## config.mk

```make
export PLATFORM = sky130hd
export DESIGN_NAME = row_locality_steer
export DESIGN_NICKNAME = d
export VERILOG_FILES = /design/src/rtl/row_locality_steer.sv
export SDC_FILE = /design/constraint.sdc
export NUM_CORES = 2
export LEC_CHECK = 0
export ABC_AREA = 1
export CORE_MARGIN = 1
export CORE_UTILIZATION = 30
export CTS_CLUSTER_SIZE = 28
export DETAILED_ROUTE_END_ITERATION = 8
export PLACE_DENSITY = 0.54
export SLEW_MARGIN = 20
export SYNTH_ARGS = -nofsm -noshare
export SYNTH_HDL_FRONTEND = slang
export SYNTH_SLANG_ARGS = --single-unit
```

## constraint.sdc

```tcl
create_clock -name clk -period 10.44 [get_ports clk]
set_clock_uncertainty 0.05 [all_clocks]
set_input_delay 2.088 -clock clk [delete_from_list [all_inputs] [get_ports clk]]
set_output_delay 2.088 -clock clk [all_outputs]
set_load 0.01 [all_outputs]
```

## src/rtl/row_locality_steer.sv

```systemverilog
module row_locality_steer #(
  parameter int ROW_W  = 16,
  parameter int SETS   = 16,
  parameter int WAYS   = 4,
  parameter int CNT_W  = 3,
  parameter int PEND_W = 4,
  parameter int HOT_TH = 2
) (
  input  logic             clk,
  input  logic             rst_n,
  input  logic             req_valid,
  input  logic [ROW_W-1:0] req_row,
  input  logic             cpl_valid,
  input  logic [ROW_W-1:0] cpl_row,
  output logic             route_valid,
  output logic             route_cache,
  output logic             alloc,
  output logic             evict_valid,
  output logic [ROW_W-1:0] evict_row,
  output logic             flush_valid,
  output logic [ROW_W-1:0] flush_row
);
  localparam int IDX_W  = $clog2(SETS);
  localparam int TAG_W  = ROW_W - IDX_W;
  localparam int WAY_W  = (WAYS > 1) ? $clog2(WAYS) : 1;
  localparam logic [CNT_W-1:0]  CNT_MAX  = '1;
  localparam logic [PEND_W-1:0] PEND_MAX = '1;

  logic              vld  [SETS][WAYS];
  logic [TAG_W-1:0]  tag  [SETS][WAYS];
  logic [CNT_W-1:0]  cnt  [SETS][WAYS];
  logic [PEND_W-1:0] pend [SETS][WAYS];

  logic              n_vld  [SETS][WAYS];
  logic [TAG_W-1:0]  n_tag  [SETS][WAYS];
  logic [CNT_W-1:0]  n_cnt  [SETS][WAYS];
  logic [PEND_W-1:0] n_pend [SETS][WAYS];

  logic [IDX_W-1:0] rset, cset;
  logic [TAG_W-1:0] rtag, ctag;
  assign rset = req_row[IDX_W-1:0];
  assign rtag = req_row[ROW_W-1:IDX_W];
  assign cset = cpl_row[IDX_W-1:0];
  assign ctag = cpl_row[ROW_W-1:IDX_W];

  logic             hit, free_found;
  logic [WAY_W-1:0] hway, vic;
  logic [CNT_W-1:0] best, bumped;
  logic             d_route, d_cache, d_alloc, d_evict, d_flush;
  logic [ROW_W-1:0] d_erow;

  always_comb begin
    n_vld = vld; n_tag = tag; n_cnt = cnt; n_pend = pend;
    for (int w = 0; w < WAYS; w++)
      if (cpl_valid && vld[cset][w] && tag[cset][w] == ctag && pend[cset][w] != '0)
        n_pend[cset][w] = pend[cset][w] - 1'b1;

    hit = 1'b0; hway = '0;
    for (int w = 0; w < WAYS; w++)
      if (vld[rset][w] && tag[rset][w] == rtag) begin
        hit = 1'b1; hway = WAY_W'(w);
      end

    free_found = 1'b0; vic = '0;
    for (int w = 0; w < WAYS; w++)
      if (!vld[rset][w] && !free_found) begin
        free_found = 1'b1; vic = WAY_W'(w);
      end
    best = cnt[rset][0];
    if (!free_found)
      for (int w = 1; w < WAYS; w++)
        if (cnt[rset][w] < best) begin
          best = cnt[rset][w]; vic = WAY_W'(w);
        end

    bumped  = (cnt[rset][hway] == CNT_MAX) ? CNT_MAX : cnt[rset][hway] + 1'b1;
    d_route = req_valid;
    d_cache = 1'b0; d_alloc = 1'b0; d_evict = 1'b0; d_flush = 1'b0;
    d_erow  = {tag[rset][vic], rset};

    if (req_valid) begin
      if (hit) begin
        n_cnt[rset][hway] = bumped;
        if (bumped >= CNT_W'(HOT_TH)) begin
          d_cache = 1'b1;
          if (n_pend[rset][hway] != PEND_MAX)
            n_pend[rset][hway] = n_pend[rset][hway] + 1'b1;
        end
      end else begin
        d_alloc = 1'b1;
        d_evict = vld[rset][vic];
        d_flush = vld[rset][vic] && (n_pend[rset][vic] != '0);
        n_vld[rset][vic]  = 1'b1;
        n_tag[rset][vic]  = rtag;
        n_cnt[rset][vic]  = CNT_W'(1);
        n_pend[rset][vic] = '0;
      end
    end
  end

  always_ff @(posedge clk) begin
    if (!rst_n) begin
      for (int s = 0; s < SETS; s++)
        for (int w = 0; w < WAYS; w++) begin
          vld[s][w]  <= 1'b0;
          tag[s][w]  <= '0;
          cnt[s][w]  <= '0;
          pend[s][w] <= '0;
        end
      route_valid <= 1'b0;
      route_cache <= 1'b0;
      alloc       <= 1'b0;
      evict_valid <= 1'b0;
      evict_row   <= '0;
      flush_valid <= 1'b0;
      flush_row   <= '0;
    end else begin
      vld  <= n_vld;
      tag  <= n_tag;
      cnt  <= n_cnt;
      pend <= n_pend;
      route_valid <= d_route;
      route_cache <= d_cache;
      alloc       <= d_alloc;
      evict_valid <= d_evict;
      evict_row   <= d_evict ? d_erow : '0;
      flush_valid <= d_flush;
      flush_row   <= d_flush ? d_erow : '0;
    end
  end
endmodule

```

==> impl_metrics.csv <==
group,metric,value,unit
finish,fillCellCount,29950,
finish,drive_above_1_share,0.05476,
pwr,intPower,8844,uW
die,die-height,524.7,um
timing,drv_slew,0,
worst_setup_path,endpoint_kind,"register",
pwr,switchingPower,4332,uW
worst_setup_path,critPathKind,"input pin to register",
timing,finalCritPeriodShare,0.8574,
logic_synthesis,yosys_warnings,0,
route,wire_per_inst,25.12,um
route,drtIter0Drc,13710,
logic_synthesis,synth_cell_type_count,45,
logic_synthesis,netlist_area,0.08196,mm^2
clock_network,cts-root-buf,"clkbuf_16",
die,rows,191,
worst_setup_path,crit_required,11100,ps
pwr,powerDensity,144.4,mW/mm^2
pwr,ir_drop,0.1281,mV
logic_synthesis,avgSynthCellArea,6.044,um^2
global_routing,grt.total_usage,0.2918,
logic_synthesis,synth_ff_type,"dfxtp_1",
worst_setup_path,worst_setup_path_start_kind,"input pin",
global_routing,grt_pass1_vias,85670,
timing,fmax,0.1117,GHz
die,ios,73,
pwr,switching_share,0.3288,
worst_setup_path,crit_path_max_fanout,87,
finish,final_net_count,13130,
logic_synthesis,async_reset_ff_frac,0,
route,ant_nets,0,
global_routing,gr-total-overflow,0,
route,wl,421600,um
global_routing,grt_antenna_before_repair,22,
pwr,p_comb_frac,0.162,
route,detail_route.first_pass.iterations,8,
finish,multi_input_area,0.04659,mm^2
placed_design,place_congestion,0.9898,
hold_path,hold_path_class,"register to register",
timing,setup_viol,0,
timing,finalWorstSetupSlack,1488,ps
clock_network,htreeDepth,4,
clock_network,cts_resized,0,
timing,hold_violations,0,
route,drc,0,
finish,final_common_cell,"nand2_1",
pwr,p_seq_frac,0.398,
logic_synthesis,synth_edf_count,0,
clock_network,cts_buffers,158,
worst_setup_path,crit_arrival,9620,ps
logic_synthesis,ys_ff_latch,1317,
die,die_area,0.2753,mm^2
timing,setup_tns,0,ps
pwr,leakage,0.03616,uW
die,die_w,524.7,um
clock_network,clockBufferDepth,3,
die,initial_core_util,0.3022,
route,vias,95760,
job,maxCapViolCount,0,
global_routing,grt_max_degree,195,
pwr,clockPowerShare,0.439,
logic_synthesis,syn-num-nets,13610,
clock_network,clock-sinks,1317,
timing,relSlewSlack,0.1648,
placed_design,place_hpwl,260900,um
outcome,status,"complete, no violations",
timing,rsz0062_at_grt,"no",
clock_network,hold_buffers,0,
clock_network,clk_latency,870,ps
route,via_per_inst,5.706,
global_routing,grt_pass1_wl,603200,um
timing,fin_crit,8952,ps
placed_design,io_buffers,72,
finish,syn_to_final_growth,11.35,%
logic_synthesis,seq_area_frac_synth,0.3217,
clock_network,cts_setup_buffers,0,
die,coreArea,0.2712,mm^2
timing,tightest_slew,1244,ps
clock_network,clk_pin_slew,60,ps
finish,final_cell_mix,"3596 x nand2_1, 1665 x o21ai_0, 1550 x a21oi_1, 1317 x dfxtp_1, 1167 x inv_1",
finish,regArea,0.02637,mm^2
placed_design,dp_slack,1002,ps
logic_synthesis,syn_inst,13560,
clock_network,cts_tree,"done",
==> kinds of logic after synthesis <==
logic type               Yosys count  synth area share
AND/OR/NAND/NOR                 5800            0.2932
AO/OA/AOI/OAI                   4137            0.2683
buffers and inverters           2277            0.1132
flip-flops                      1317            0.3217
XOR/XNOR                          14          0.001496
adder cells (fa/ha/maj)           14          0.002137
==> cells in the mapped netlist, drive strengths merged, types with 2 or more instances <==
| master | instances | share of area |
|---|---|---|
| nand2 | 3608 | 0.17 |
| o21ai | 1792 | 0.11 |
| a21oi | 1550 | 0.095 |
| dfxtp | 1317 | 0.32 |
| inv | 1190 | 0.055 |
| nor2 | 923 | 0.043 |
| nand3 | 833 | 0.051 |
| clkbuf | 694 | 0.032 |
| buf | 378 | 0.026 |
| o22ai | 351 | 0.027 |
| nand4 | 281 | 0.022 |
| a31oi | 233 | 0.018 |
| a22oi | 185 | 0.017 |
| and2 | 79 | 0.0060 |
| nor3 | 36 | 0.0022 |
| nor4 | 20 | 0.0015 |
| clkinv | 15 | 0.00069 |
| ha | 14 | 0.0021 |
| xor2 | 12 | 0.0013 |
| or2 | 11 | 0.00084 |
| o211ai | 7 | 0.00064 |
| o221ai | 6 | 0.00064 |
| o2111ai | 5 | 0.00053 |
| or4 | 5 | 0.00046 |
| nand3b | 4 | 0.00037 |
| a22o | 3 | 0.00032 |
| xnor2 | 2 | 0.00021 |
==> sequential cells by signal, indices dropped and copies added (netlist names) <==
name,count
tag,768
flush_row,16
cnt,192
evict_valid,1
route_valid,1
flush_valid,1
route_cache,1
evict_row,16
vld,64
alloc,1
pend,256
==> worst paths after layout <==
kind,start,endpoint,slack [ps],depth (start not counted)
setup / recovery,req_row[1],pend[164],1490,27
setup reg to reg,pend[72],pend[103],4130,27
hold reg to reg,vld[5],vld[5],420,2
hold / removal,vld[5],vld[5],420,2
==> worst max-delay path, cell delays in order <==
cell	delay [ps]
clkdlybuf4s50_1	950
nor2_4	250
buf_4	290
inv_8	470
buf_4	450
o22ai_1	130
o21ai_0	230
nand2_1	80
nor2_1	850
nor2_1	80
inv_1	120
nand2_1	70
nor2_1	100
nand3_1	320
nand2_1	240
nor2_1	70
buf_4	270
a221oi_1	540
ha_1	280
inv_1	50
nand4_1	180
buf_4	550
nand2_1	140
nor2_1	330
nand2_1	90
nand3_1	100
a21oi_1	80
==> power groups by stage <==
stage | Sequential (uW) | Combinational, uW | Clock (uW)
after floorplan | 5320 | 1190 | 0
after global placement | 5360 | 2040 | 0
after detailed placement | 5350 | 2030 | 0
after CTS | 5240 | 2040 | 5820
after global routing | 5260 | 2210 | 6010
final | 5250 | 2140 | 5790
==> per-stage QoR <==
step	power [uW]	hold WS, ps	instance area, um^2	utilization	cells
after floorplan	6508	386.7	81960	-	13560
after global placement	7394	400.3	85970	0.3169	16490
after detailed placement	7385	406.3	85970	0.3170	16490
after CTS	13100	416.2	91230	0.3363	16770
after global routing	13480	431.8	91240	0.3364	16780
final	13180	415.4	91260	0.3365	16780
==> cell type report <==
class,count,area share
flip-flops and latches,1317,0.2889
repair buffers,432,0.04349
diodes,11,0.0003016
well taps,3570,0.04895
clock buffers,241,0.05093
clock inverters,43,0.006636
inverters,1205,0.05026
multi-input cells,9965,0.5105
==> routing by layer <==
layer | vias up | share of wire | global-route usage
met1 | 44270 | 0.40 | 0.3830
met5 | - | 0.00025 | 0
met3 | 1311 | 0.11 | 0.06374
met4 | 14 | 0.068 | 0.1748
met2 | 5830 | 0.42 | 0.4352
li1 | 44340 | - | -
No activity file was read; power rests on OpenSTA's default activity.
